File: src/rtl/mdio_slave_pkg.sv
// Package: shared types and register map for the management slave.
// Assumes register addresses are 5 bits and data words 16 bits.
package mdio_slave_pkg;

    typedef enum logic [2:0] {
        FR_IDLE,
        FR_START,
        FR_HDR,
        FR_TURN,
        FR_DATA,
        FR_SKIP
    } fr_state_t;

    localparam logic [1:0] OP_RD = 2'b10;
    localparam logic [1:0] OP_WR = 2'b01;

    localparam logic [4:0] RA_CTRL = 5'd0;
    localparam logic [4:0] RA_STAT = 5'd1;
    localparam logic [4:0] RA_EVT  = 5'd17;
    localparam logic [4:0] RA_MASK = 5'd18;
    localparam logic [4:0] RA_CFG  = 5'd19;

    localparam int CTRL_ISO   = 10;
    localparam int CTRL_DUP   = 8;
    localparam int CTRL_COLT  = 7;
    localparam int STAT_NOPRE = 6;
    localparam int STAT_LINK  = 2;
    localparam int CFG_SERIAL = 0;

endpackage

File: src/rtl/mdio_pin_sync.sv
// Module: synchronises MDC and MDIO into the system clock and flags MDC
// rising edges. Assumes the MDC half period spans several system clocks.
// The sampled data bit is taken from the same pipeline depth as the edge.
module mdio_pin_sync #(
    parameter int SYNC_STAGES = 2
) (
    input  logic clk,
    input  logic rst_n,
    input  logic mdc,
    input  logic mdio_in,
    output logic mdc_rise,
    output logic smp
);
    localparam int PW = SYNC_STAGES + 1;

    logic [PW-1:0] mdc_pipe;
    logic [PW-1:0] dat_pipe;

    // Shift both pins through matching flop chains.
    always_ff @(posedge clk) begin
        if (!rst_n) begin
            mdc_pipe <= '0;
            dat_pipe <= '1;
        end else begin
            mdc_pipe <= {mdc_pipe[PW-2:0], mdc};
            dat_pipe <= {dat_pipe[PW-2:0], mdio_in};
        end
    end

    // Rising edge seen at the last synchronised stage.
    always_comb begin
        mdc_rise = mdc_pipe[SYNC_STAGES-1] & ~mdc_pipe[SYNC_STAGES];
        smp      = dat_pipe[SYNC_STAGES-1];
    end
endmodule

File: src/rtl/mdio_frame_fsm.sv
// Module: decodes management frames bit by bit on each MDC rising edge,
// requests register reads and writes, and drives the data line on reads.
// Assumes a preamble is optional: idle ones are skipped until a start 0.
module mdio_frame_fsm
    import mdio_slave_pkg::*;
#(
    parameter int PHY_AW = 5,
    parameter int REG_AW = 5,
    parameter int DATA_W = 16
) (
    input  logic              clk,
    input  logic              rst_n,
    input  logic              mdc_rise,
    input  logic              smp,
    input  logic [PHY_AW-1:0] phy_addr,
    input  logic [DATA_W-1:0] rd_data,
    output logic              rd_en,
    output logic [REG_AW-1:0] rd_addr,
    output logic              wr_en,
    output logic [REG_AW-1:0] wr_addr,
    output logic [DATA_W-1:0] wr_data,
    output logic              mdio_out,
    output logic              mdio_oe
);
    localparam int HDR_LEN  = 2 + PHY_AW + REG_AW;
    localparam int SKIP_LEN = 2 + DATA_W;
    localparam int CW       = $clog2(SKIP_LEN + 1);
    localparam logic [CW-1:0] HDR_LAST  = CW'(HDR_LEN - 1);
    localparam logic [CW-1:0] DATA_LAST = CW'(DATA_W - 1);
    localparam logic [CW-1:0] SKIP_LAST = CW'(SKIP_LEN - 1);

    fr_state_t           state;
    logic [CW-1:0]       cnt;
    logic [HDR_LEN-1:0]  hdr;
    logic [DATA_W-1:0]   sh;
    logic                is_rd;
    logic [REG_AW-1:0]   addr_q;

    logic [HDR_LEN-1:0]  hdr_nx;
    logic [1:0]          op_nx;
    logic [PHY_AW-1:0]   phy_nx;
    logic                hdr_done;
    logic                hit;
    logic                op_ok;

    // Decode the header as it completes with the current bit.
    always_comb begin
        hdr_nx   = {hdr[HDR_LEN-2:0], smp};
        op_nx    = hdr_nx[HDR_LEN-1 -: 2];
        phy_nx   = hdr_nx[REG_AW +: PHY_AW];
        rd_addr  = hdr_nx[REG_AW-1:0];
        hdr_done = mdc_rise && (state == FR_HDR) && (cnt == HDR_LAST);
        hit      = (phy_nx == phy_addr);
        op_ok    = (op_nx == OP_RD) || (op_nx == OP_WR);
        rd_en    = hdr_done && hit && (op_nx == OP_RD);
        wr_en    = mdc_rise && (state == FR_DATA) && !is_rd && (cnt == DATA_LAST);
        wr_addr  = addr_q;
        wr_data  = {sh[DATA_W-2:0], smp};
    end

    // Frame sequencer, data shifter and line driver.
    always_ff @(posedge clk) begin
        if (!rst_n) begin
            state    <= FR_IDLE;
            cnt      <= '0;
            hdr      <= '0;
            sh       <= '0;
            is_rd    <= 1'b0;
            addr_q   <= '0;
            mdio_oe  <= 1'b0;
            mdio_out <= 1'b0;
        end else if (mdc_rise) begin
            case (state)
                FR_IDLE: begin
                    if (!smp) state <= FR_START;
                end
                FR_START: begin
                    if (smp) begin
                        state <= FR_HDR;
                        cnt   <= '0;
                    end
                end
                FR_HDR: begin
                    hdr <= hdr_nx;
                    if (cnt == HDR_LAST) begin
                        cnt    <= '0;
                        addr_q <= rd_addr;
                        if (hit && op_ok) begin
                            state <= FR_TURN;
                            is_rd <= (op_nx == OP_RD);
                            if (op_nx == OP_RD) sh <= rd_data;
                        end else begin
                            state <= FR_SKIP;
                        end
                    end else begin
                        cnt <= cnt + 1'b1;
                    end
                end
                FR_TURN: begin
                    if (is_rd) begin
                        if (cnt == '0) begin
                            mdio_oe  <= 1'b1;
                            mdio_out <= 1'b0;
                        end else begin
                            mdio_out <= sh[DATA_W-1];
                            sh       <= {sh[DATA_W-2:0], 1'b0};
                        end
                    end
                    if (cnt == CW'(1)) begin
                        state <= FR_DATA;
                        cnt   <= '0;
                    end else begin
                        cnt <= cnt + 1'b1;
                    end
                end
                FR_DATA: begin
                    if (is_rd) begin
                        if (cnt == DATA_LAST) begin
                            mdio_oe  <= 1'b0;
                            mdio_out <= 1'b0;
                        end else begin
                            mdio_out <= sh[DATA_W-1];
                            sh       <= {sh[DATA_W-2:0], 1'b0};
                        end
                    end else begin
                        sh <= wr_data;
                    end
                    if (cnt == DATA_LAST) begin
                        state <= FR_IDLE;
                        is_rd <= 1'b0;
                        cnt   <= '0;
                    end else begin
                        cnt <= cnt + 1'b1;
                    end
                end
                FR_SKIP: begin
                    if (cnt == SKIP_LAST) begin
                        state <= FR_IDLE;
                        cnt   <= '0;
                    end else begin
                        cnt <= cnt + 1'b1;
                    end
                end
                default: state <= FR_IDLE;
            endcase
        end
    end

    // the line is only driven while a read frame is in progress.
    assert_oe_read_only_R3: assert property (@(posedge clk) disable iff (!rst_n)
        mdio_oe |-> is_rd);

    // the line is released right after the last data bit.
    assert_release_R3: assert property (@(posedge clk) disable iff (!rst_n)
        (mdc_rise && state == FR_DATA && is_rd && cnt == DATA_LAST) |=> !mdio_oe);

    // a write commit never coincides with driving the line.
    assert_write_quiet_R4: assert property (@(posedge clk) disable iff (!rst_n)
        wr_en |-> !mdio_oe);
endmodule

File: src/rtl/mdio_reg_bank.sv
// Module: the management register bank: control, status, event flags,
// interrupt mask and configuration. Assumes one read or write per frame;
// reading the event register clears the flags it returned.
module mdio_reg_bank
    import mdio_slave_pkg::*;
#(
    parameter int              REG_AW       = 5,
    parameter int              DATA_W       = 16,
    parameter int              EV_W         = 4,
    parameter logic [15:0]     CTRL_DEFAULT = 16'h0000,
    parameter logic [15:0]     CFG_DEFAULT  = 16'h0000
) (
    input  logic              clk,
    input  logic              rst_n,
    input  logic              rd_en,
    input  logic [REG_AW-1:0] rd_addr,
    output logic [DATA_W-1:0] rd_data,
    input  logic              wr_en,
    input  logic [REG_AW-1:0] wr_addr,
    input  logic [DATA_W-1:0] wr_data,
    input  logic              strap_isolate,
    input  logic              strap_duplex,
    input  logic              strap_serial,
    input  logic              link_up,
    input  logic [EV_W-1:0]   events,
    output logic              irq,
    output logic              ctl_isolate,
    output logic              ctl_duplex,
    output logic              ctl_colt,
    output logic              ctl_serial
);
    localparam logic [DATA_W-1:0] CTRL_WMASK =
        (DATA_W'(1) << CTRL_ISO) | (DATA_W'(1) << CTRL_DUP) | (DATA_W'(1) << CTRL_COLT);
    localparam logic [DATA_W-1:0] CFG_WMASK = DATA_W'(1) << CFG_SERIAL;

    logic [DATA_W-1:0] ctrl_q;
    logic [DATA_W-1:0] cfg_q;
    logic [EV_W-1:0]   mask_q;
    logic [EV_W-1:0]   lat_q;
    logic              evt_clr;
    logic [DATA_W-1:0] strap_ctrl;
    logic [DATA_W-1:0] strap_cfg;
    logic [DATA_W-1:0] stat_word;

    // Strap images placed on their control bit positions.
    always_comb begin
        strap_ctrl = '0;
        strap_ctrl[CTRL_ISO] = strap_isolate;
        strap_ctrl[CTRL_DUP] = strap_duplex;
        strap_cfg  = '0;
        strap_cfg[CFG_SERIAL] = strap_serial;
        stat_word  = '0;
        stat_word[STAT_NOPRE] = 1'b1;
        stat_word[STAT_LINK]  = link_up;
        evt_clr    = rd_en && (rd_addr == RA_EVT);
    end

    // Writable registers; straps are ORed in only while reset is held.
    always_ff @(posedge clk) begin
        if (!rst_n) begin
            ctrl_q <= (DATA_W'(CTRL_DEFAULT) | strap_ctrl) & CTRL_WMASK;
            cfg_q  <= (DATA_W'(CFG_DEFAULT) | strap_cfg) & CFG_WMASK;
            mask_q <= '0;
        end else if (wr_en) begin
            case (wr_addr)
                RA_CTRL: ctrl_q <= wr_data & CTRL_WMASK;
                RA_CFG:  cfg_q  <= wr_data & CFG_WMASK;
                RA_MASK: mask_q <= wr_data[EV_W-1:0];
                default: ;
            endcase
        end
    end

    // One latch-high flag per event source, cleared by a read.
    for (genvar g = 0; g < EV_W; g++) begin : g_evt
        always_ff @(posedge clk) begin
            if (!rst_n) lat_q[g] <= 1'b0;
            else        lat_q[g] <= (lat_q[g] & ~evt_clr) | events[g];
        end
    end

    // Read multiplexer; unknown addresses return zero.
    always_comb begin
        case (rd_addr)
            RA_CTRL: rd_data = ctrl_q;
            RA_STAT: rd_data = stat_word;
            RA_EVT:  rd_data = DATA_W'(lat_q);
            RA_MASK: rd_data = DATA_W'(mask_q);
            RA_CFG:  rd_data = cfg_q;
            default: rd_data = '0;
        endcase
    end

    // Control outputs and the interrupt.
    always_comb begin
        ctl_isolate = ctrl_q[CTRL_ISO];
        ctl_duplex  = ctrl_q[CTRL_DUP];
        ctl_colt    = ctrl_q[CTRL_COLT];
        ctl_serial  = cfg_q[CFG_SERIAL];
        irq         = |(lat_q & ~mask_q);
    end

    // flags only drop on a read of the event register.
    assert_evt_hold_R8: assert property (@(posedge clk) disable iff (!rst_n)
        !evt_clr |=> ((lat_q & $past(lat_q)) == $past(lat_q)));

    // an active event always leaves its flag set.
    assert_evt_capture_R8: assert property (@(posedge clk) disable iff (!rst_n)
        (|events) |=> ((lat_q & $past(events)) == $past(events)));

    // with every source masked the interrupt stays low.
    assert_mask_all_R9: assert property (@(posedge clk) disable iff (!rst_n)
        (&mask_q) |-> !irq);

    // control bits move only on a write to their register.
    assert_ctrl_stable_R6: assert property (@(posedge clk) disable iff (!rst_n)
        !(wr_en && wr_addr == RA_CTRL) |=> $stable(ctrl_q));

    // unimplemented addresses read as zero.
    assert_unimpl_zero_R10: assert property (@(posedge clk) disable iff (!rst_n)
        (rd_en && rd_addr != RA_CTRL && rd_addr != RA_STAT && rd_addr != RA_EVT &&
         rd_addr != RA_MASK && rd_addr != RA_CFG) |-> (rd_data == '0));
endmodule

File: src/rtl/mdio_slave.sv
// Module: top of the single-port management slave. Joins the pin
// synchroniser, the frame sequencer and the register bank, and forms the
// collision-test output. Assumes MDC is much slower than clk.
module mdio_slave #(
    parameter int          PHY_AW       = 5,
    parameter int          REG_AW       = 5,
    parameter int          DATA_W       = 16,
    parameter int          EV_W         = 4,
    parameter int          SYNC_STAGES  = 2,
    parameter logic [15:0] CTRL_DEFAULT = 16'h0000,
    parameter logic [15:0] CFG_DEFAULT  = 16'h0000
) (
    input  logic              clk,
    input  logic              rst_n,
    input  logic              mdc,
    input  logic              mdio_in,
    output logic              mdio_out,
    output logic              mdio_oe,
    input  logic [PHY_AW-1:0] phy_addr,
    input  logic              strap_isolate,
    input  logic              strap_duplex,
    input  logic              strap_serial,
    input  logic              link_up,
    input  logic              tx_en,
    input  logic [EV_W-1:0]   events,
    output logic              irq,
    output logic              ctl_isolate,
    output logic              ctl_duplex,
    output logic              ctl_serial,
    output logic              col_out
);
    logic              mdc_rise;
    logic              smp;
    logic              rd_en;
    logic [REG_AW-1:0] rd_addr;
    logic [DATA_W-1:0] rd_data;
    logic              wr_en;
    logic [REG_AW-1:0] wr_addr;
    logic [DATA_W-1:0] wr_data;
    logic              ctl_colt;

    mdio_pin_sync #(.SYNC_STAGES(SYNC_STAGES)) u_sync (
        .clk(clk), .rst_n(rst_n), .mdc(mdc), .mdio_in(mdio_in),
        .mdc_rise(mdc_rise), .smp(smp)
    );

    mdio_frame_fsm #(.PHY_AW(PHY_AW), .REG_AW(REG_AW), .DATA_W(DATA_W)) u_frame (
        .clk(clk), .rst_n(rst_n), .mdc_rise(mdc_rise), .smp(smp),
        .phy_addr(phy_addr), .rd_data(rd_data), .rd_en(rd_en), .rd_addr(rd_addr),
        .wr_en(wr_en), .wr_addr(wr_addr), .wr_data(wr_data),
        .mdio_out(mdio_out), .mdio_oe(mdio_oe)
    );

    mdio_reg_bank #(
        .REG_AW(REG_AW), .DATA_W(DATA_W), .EV_W(EV_W),
        .CTRL_DEFAULT(CTRL_DEFAULT), .CFG_DEFAULT(CFG_DEFAULT)
    ) u_regs (
        .clk(clk), .rst_n(rst_n), .rd_en(rd_en), .rd_addr(rd_addr), .rd_data(rd_data),
        .wr_en(wr_en), .wr_addr(wr_addr), .wr_data(wr_data),
        .strap_isolate(strap_isolate), .strap_duplex(strap_duplex),
        .strap_serial(strap_serial), .link_up(link_up), .events(events),
        .irq(irq), .ctl_isolate(ctl_isolate), .ctl_duplex(ctl_duplex),
        .ctl_colt(ctl_colt), .ctl_serial(ctl_serial)
    );

    // Collision test: reflect transmit enable onto the collision output.
    always_comb col_out = ctl_colt & tx_en;

    // no collision indication without transmit enable.
    assert_col_idle_R7: assert property (@(posedge clk) disable iff (!rst_n)
        !tx_en |-> !col_out);
endmodule

File: config.mk
export PLATFORM = sky130hd
export DESIGN_NAME = mdio_slave
export DESIGN_NICKNAME = d
export VERILOG_FILES = /design/src/rtl/mdio_slave_pkg.sv /design/src/rtl/mdio_pin_sync.sv /design/src/rtl/mdio_frame_fsm.sv /design/src/rtl/mdio_reg_bank.sv /design/src/rtl/mdio_slave.sv
export SDC_FILE = /design/constraint.sdc
export NUM_CORES = 1
export LEC_CHECK = 0
export CAP_MARGIN = 20
export CORE_MARGIN = 3
export CORE_UTILIZATION = 45
export CTS_CLUSTER_SIZE = 8
export DETAILED_ROUTE_END_ITERATION = 8
export HOLD_SLACK_MARGIN = 0.15
export MAX_ROUTING_LAYER = met4
export PLACE_DENSITY = 0.73
export SLEW_MARGIN = 20
export SYNTH_ARGS = -nofsm -noshare
export SYNTH_HDL_FRONTEND = slang
export SYNTH_SLANG_ARGS = --single-unit
File: constraint.sdc
create_clock -name clk -period 2.65 [get_ports clk]
set_clock_uncertainty 0.05 [all_clocks]
set_input_delay 0.53 -clock clk [delete_from_list [all_inputs] [get_ports clk]]
set_output_delay 0.53 -clock clk [all_outputs]
set_load 0.01 [all_outputs]
**Word-level counts from Yosys, hierarchy flattened**

Cells that the tools add are included.

- Bits in registers: 60
- Input port bits: 18
- Output and inout bits: 7
- Logic and storage cells: 141

- Add/subtract/negate cells: 1
- Equality and inequality tests: 34
- Muxes and demuxes: 42
- Bitwise logic cells: 14
- Reductions and logical operators: 32

Operators by type and width:

| operator | count |
|---|---|
| $mux W16 | 7 |
| $pmux W11 S5 | 1 |
| $pmux W16 S3 | 1 |
| $mux W11 | 3 |
| $eq A5 B5 Y1 const B | 6 |
| $mux W5 | 5 |
| $pmux W5 S5 | 1 |
| $mux W3 | 7 |
| $pmux W3 S6 | 1 |
| $ne A2 B1 Y1 const B | 8 |
| $logic_not A5 Y1 | 3 |
| $ne A2 B2 Y1 const B | 7 |
| $mux W1 | 13 |
| $eq A5 B1 Y1 const B | 2 |
| $eq A5 B4 Y1 const B | 2 |
| $reduce_and A2 Y1 | 5 |
| $logic_and A1 B1 Y1 | 9 |
| $reduce_and A8 Y1 | 1 |
| $reduce_and A7 Y1 | 1 |
| $and A1 B1 Y1 | 6 |
| $eq A3 B2 Y1 const B | 2 |
| $eq A3 B3 Y1 const B | 2 |
| $pmux W1 S2 | 3 |
| $reduce_and A3 Y1 | 2 |
| 20 further kinds | 25 |

**Depth between registers and ports, before layout**

- Depth after elaboration: 10
- Gate-level depth with buffers: 10
- Mapped depth without buffers: 8

**By module**

From an unflattened synthesis, not the netlist that was laid out.

- Cells, all modules: 405
- Area total of the unflattened synthesis: 3,585.9 µm²

Modules (own cells, without submodules):

| module | times used | cells each | area each (µm²) | seq. area each (µm²) |
|---|---|---|---|---|
| mdio_frame_fsm | 1 | 302 | 2,696.3 | 860.8 |
| mdio_reg_bank | 1 | 91 | 745.7 | 270.3 |
| mdio_pin_sync | 1 | 11 | 137.6 | 100.1 |
| mdio_slave | 1 | 1 | 6.3 | 0.0 |

**Worst setup path before layout**

No wires, ideal clock.

- Path kind: register -> register
- Start: register u_frame.cnt[0]
- End: register u_frame.sh[3]
- Library setup time: 0.072 ns
- Arrival: 2.078 ns
- Data required time: 2.528 ns
- Path slack: 0.451 ns
- Stages on the path, launching flop included: 11
- Buffers on the path: 2
- Period minus slack after synthesis: 2.199 ns
- Cell sequence: dfxtp_1 ha_1 and3_1 ha_1 nand2_1 a221oi_1 a211oi_2 and2_1 buf_6 buf_12 mux2i_1

- Longest elaborated chain between the ends: 3
- Elaborated cells on any way between the ends: 7
- Those cells by class: eq/ne: 5; reduce/logical: 2

Ends and longest elaborated chain:

| element | RTL line | source |
|---|---|---|
| start: declaration | mdio_frame_fsm.sv:33 | `logic [CW-1:0] cnt;` |
| start signal: assignment | mdio_frame_fsm.sv:96 | `cnt <= cnt + 1'b1;` |
| start signal: assignment | mdio_frame_fsm.sv:113 | `cnt <= cnt + 1'b1;` |
| start signal: assignment | mdio_frame_fsm.sv:133 | `cnt <= cnt + 1'b1;` |
| $eq A5 B4 Y1, or another cell as far along | mdio_frame_fsm.sv:118 | `if (cnt == DATA_LAST) begin` |
| $ne A3 B3 Y1 (no line) or $ne A2 B2 Y1 (tied branches) | - |  |
| $reduce_and A8 Y1 (no line) * | - |  |
| end signal: assignment | mdio_frame_fsm.sv:106 | `sh <= {sh[DATA_W-2:0], 1'b0};` |
| end signal: assignment | mdio_frame_fsm.sv:123 | `sh <= {sh[DATA_W-2:0], 1'b0};` |
| end signal: assignment | mdio_frame_fsm.sv:126 | `sh <= wr_data;` |
| end: declaration | mdio_frame_fsm.sv:35 | `logic [DATA_W-1:0] sh;` |

Mark *: on every way between the ends. The rest lies on a longest branch, timed or not.
A chain may end at the register's enable or synchronous reset.

**Worst setup path in the final report**

- Start: register u_frame.cnt[0]
- End: register u_regs.ctrl_q[10], enable pin

- Longest elaborated chain between the ends: 4

Ends and longest elaborated chain:

| element | RTL line | source |
|---|---|---|
| $eq A5 B4 Y1 | mdio_frame_fsm.sv:56 | `wr_en = mdc_rise && (state == FR_DATA) && !is_rd && (cnt == DATA_LAST);` |
| $logic_and A1 B1 Y1 | mdio_frame_fsm.sv:56 |  |
| $ne A2 B1 Y1 (no line) | - |  |
| $reduce_and A2 Y1 (no line) | - |  |
| end signal: assignment | mdio_reg_bank.sv:61 | `ctrl_q <= (DATA_W'(CTRL_DEFAULT) \| strap_ctrl) & CTRL_WMASK;` |
| end signal: assignment | mdio_reg_bank.sv:66 | `RA_CTRL: ctrl_q <= wr_data & CTRL_WMASK;` |
| end: declaration | mdio_reg_bank.sv:36 | `logic [DATA_W-1:0] ctrl_q;` |

No other way between the ends.

==> impl_metrics.toml <==
[pwr]
power.leakage_nw = 1.30
power_density_nw_per_um2 = 509
power_mw = 1.81
peakVddDrop_mv = 0.530

[logic_synthesis]
synth_top_family_by_area = "simple AND/OR/NAND/NOR gates"
synth_xor_xnor_area_share_pct = 1.45
synthCells = 347
yosysSeqAreaShare_pct = 40.7
yosys_warnings = 0
synth_edf_count = 3
ys_types = 59
synthMuxAreaShare_pct = 8.78
netlist_area_um2 = 3020
ys_ff_latch = 60
syn_avg_cell_area_um2 = 8.71
synthAdderAreaFrac_pct = 2.90
syn-num-nets = 372
async_reset_ff_share_pct = 0
ys.flop_type = "dfxtp_1"
synth-compound-area-share_pct = 16.3
yosys.area_share.simple_pct = 24.7

[routing]
dr.pass1.iters = 4
drc = 0
viasPerCell = 5.77
vias = 2641
routedWlPerCell_um = 15.0
drt_wl_total_um = 6890
first_iter_violations = 198
ant_nets = 0

[run]
cap_violations = 0

[sta]
rsz0062_at_grt = "no"
slew_violations = 0
setup-violations-final = 0
min_period_over_period_pct = 87.1
hold_viol_final = 0
worst_pin_slew_ns = 0.619
fin_setup_tns_ns = 0
clock.fmax_mhz = 433
finalCriticalPeriod_ns = 2.31
slew_headroom_pct = 58.4

[layout]
final_common_cell = "dfxtp_1"
final_nets = 401
fin_area_um2 = 3560
diodes = 0
drive_gt1_share_pct = 10.8
final_core_util_pct = 55.4
syn_to_final_growth_pct = 17.7
final_cell_mix = "dfxtp_1, nand2_1, nand3_1"

[clocking]
clock-root-buffer = "clkbuf_8"
cts_setup_buffers = 0
hold_buffers = 0
cts_inserted_buffers = 9
cts_max_level = 3
ctsResizeCount = 0
path_clk_slew_ns = 0.07
cts.sinks = 60
cts_max_path_buffers = 2
tritoncts = "done"
clkLatencyLatePin_ns = 0.34

[die]
fp.dieH_um = 87.9
coreArea_um2 = 6420
die-area_um2 = 7730
die_w_um = 87.9
io_pins = 25
floorplan.initialDensity_pct = 47.0
rows = 29

[global_routing]
grt_max_degree = 23
use_met1_pct = 25.8
grtUsageMet2_pct = 30.5
antenna_found_initial = 0
grt_overflow = 0
grt_pass1_wl_um = 11500
track_usage_pct = 19.7
grt.busiest_layer = "met2"
grt_use_met3_pct = 3.76
grt_pass1_vias = 2484

[critical_path]
required_ns = 2.64
cp_slowest_cell = "or4_1"
crit_fanout = 5
cp.arrival_ns = 2.30
critical_path_buf_inv_count = 0
end_kind = "flip-flop"
slowest_delay_ns = 0.57
cp_cell_sequence = "ha_1 -> and3_1 -> ha_1 -> nand4_1 -> or4_1 -> nand2_1"
critPathKind = "reg -> reg"
cpMostUsedCell = "ha_1"
critPathTopFamily = "simple AND/OR/NAND/NOR gates"
cp-start-kind = "flip-flop"

[place]
portBuffers = 24
gp_routability_congestion = 0.847
dp.final_hpwl_um = 4870
place_area_um2 = 3370

[hold_path]
hold_class = "reg -> reg"

[outcome]
status = "finished, final reports clean"
==> worst paths after layout <==
path / to / depth (start not counted) / startpoint / slack [ns]
setup reg to reg: u_regs.ctrl_q[10]$_DFFE_PP_ / 6 / u_frame.cnt[0]$_SDFFE_PN0P_ / 0.34
setup / recovery: u_regs.ctrl_q[10]$_DFFE_PP_ / 6 / u_frame.cnt[0]$_SDFFE_PN0P_ / 0.34
hold / removal: u_sync.dat_pipe[1]$_SDFF_PN1_ / 1 / u_sync.dat_pipe[0]$_SDFF_PN1_ / 0.38
hold reg to reg: u_sync.dat_pipe[1]$_SDFF_PN1_ / 1 / u_sync.dat_pipe[0]$_SDFF_PN1_ / 0.38
==> final cells by class <==
type                       count  area [µm²]
tap                           77        96.3
multi-input combinational    253        1640
fill                         572        2870
clock inverter                 5        52.6
sequential                    60        1230
timing repair buffer          41         368
clock buffer                  11         131
inverter                      11        41.3
==> state kept, by name, summed over array words and instances (netlist names) <==
signal	flops
u_frame.state	3
u_regs.mask_q	4
u_regs.cfg_q	1
u_regs.ctrl_q	3
u_frame.cnt	5
u_frame.wr_addr	5
u_frame.mdio_out	1
u_frame.hdr	11
u_frame.mdio_oe	1
u_sync.dat_pipe	2
u_frame.sh	16
u_frame.is_rd	1
u_regs.lat_q	4
u_sync.mdc_pipe	3
==> kinds of logic (layout without fill, tap and decap cells) <==
kind of cell             Yosys count  in the layout
AND/OR/NAND/NOR                  143            143
adder cells (fa/ha/maj)            7              7
multiplexers                      26             26
XOR/XNOR                           5              5
AO/OA/AOI/OAI                     72             72
flip-flops                        60             60
buffers and inverters             34             68
==> cells in the mapped netlist (2+ instances only) <==
| cell type | n | share of area [%] |
|---|---|---|
| and4_1 | 2 | 0.58 |
| xor2_1 | 2 | 0.58 |
| nor4b_1 | 2 | 0.58 |
| and3_1 | 3 | 0.62 |
| a211oi_1 | 5 | 1.2 |
| a311oi_1 | 4 | 1.2 |
| o211ai_1 | 3 | 0.75 |
| dfxtp_1 | 57 | 38 |
| nand2_1 | 42 | 5.2 |
| mux2i_1 | 22 | 7.3 |
| a31oi_1 | 5 | 1.0 |
| nand4_1 | 3 | 0.62 |
| nor3_1 | 6 | 0.99 |
| a21oi_1 | 22 | 3.6 |
| xnor2_1 | 3 | 0.87 |
| o2bb2ai_1 | 3 | 0.87 |
| edfxtp_1 | 3 | 3.0 |
| buf_1 | 2 | 0.25 |
| ha_1 | 7 | 2.9 |
| o21ai_0 | 9 | 1.5 |
| or4_1 | 2 | 0.50 |
| nor2b_1 | 5 | 1.0 |
| nand2b_1 | 4 | 0.83 |
| nand3_1 | 27 | 4.5 |
| clkbuf_1 | 17 | 2.1 |
| inv_1 | 10 | 1.2 |
| nand3b_1 | 6 | 1.5 |
| a22oi_1 | 6 | 1.5 |
| buf_2 | 2 | 0.33 |
| a221oi_1 | 2 | 0.58 |
| or3_1 | 4 | 0.83 |
| and2_1 | 6 | 1.2 |
| mux2_2 | 4 | 1.5 |
| nor2_1 | 22 | 2.7 |
==> metal layers <==
metal	routed length (µm)	vias up
met5	0	-
met4	63	0
met3	404	6
met2	3190	88
met1	3220	1231
li1	-	1316
==> through the flow <==
stage | instances | hold WS, ns | setup WS (ns)
after floorplan | 347 | 0.336 | 0.451
after global placement | 442 | 0.344 | 0.189
after detailed placement | 442 | 0.358 | 0.131
after CTS | 458 | 0.373 | 0.344
after global routing | 458 | 0.398 | 0.149
final | 458 | 0.378 | 0.341
==> where the power goes <==
| group | switching (mW) | leakage (nW) | internal, mW | total (mW) |
|---|---|---|---|---|
| combinational | 0.0496 | 0.714 | 0.0534 | 0.103 |
| sequential | 0.00804 | 0.491 | 0.921 | 0.929 |
| clock | 0.348 | 0.0931 | 0.429 | 0.778 |
Note: power is estimated with default switching activity, not from simulation.
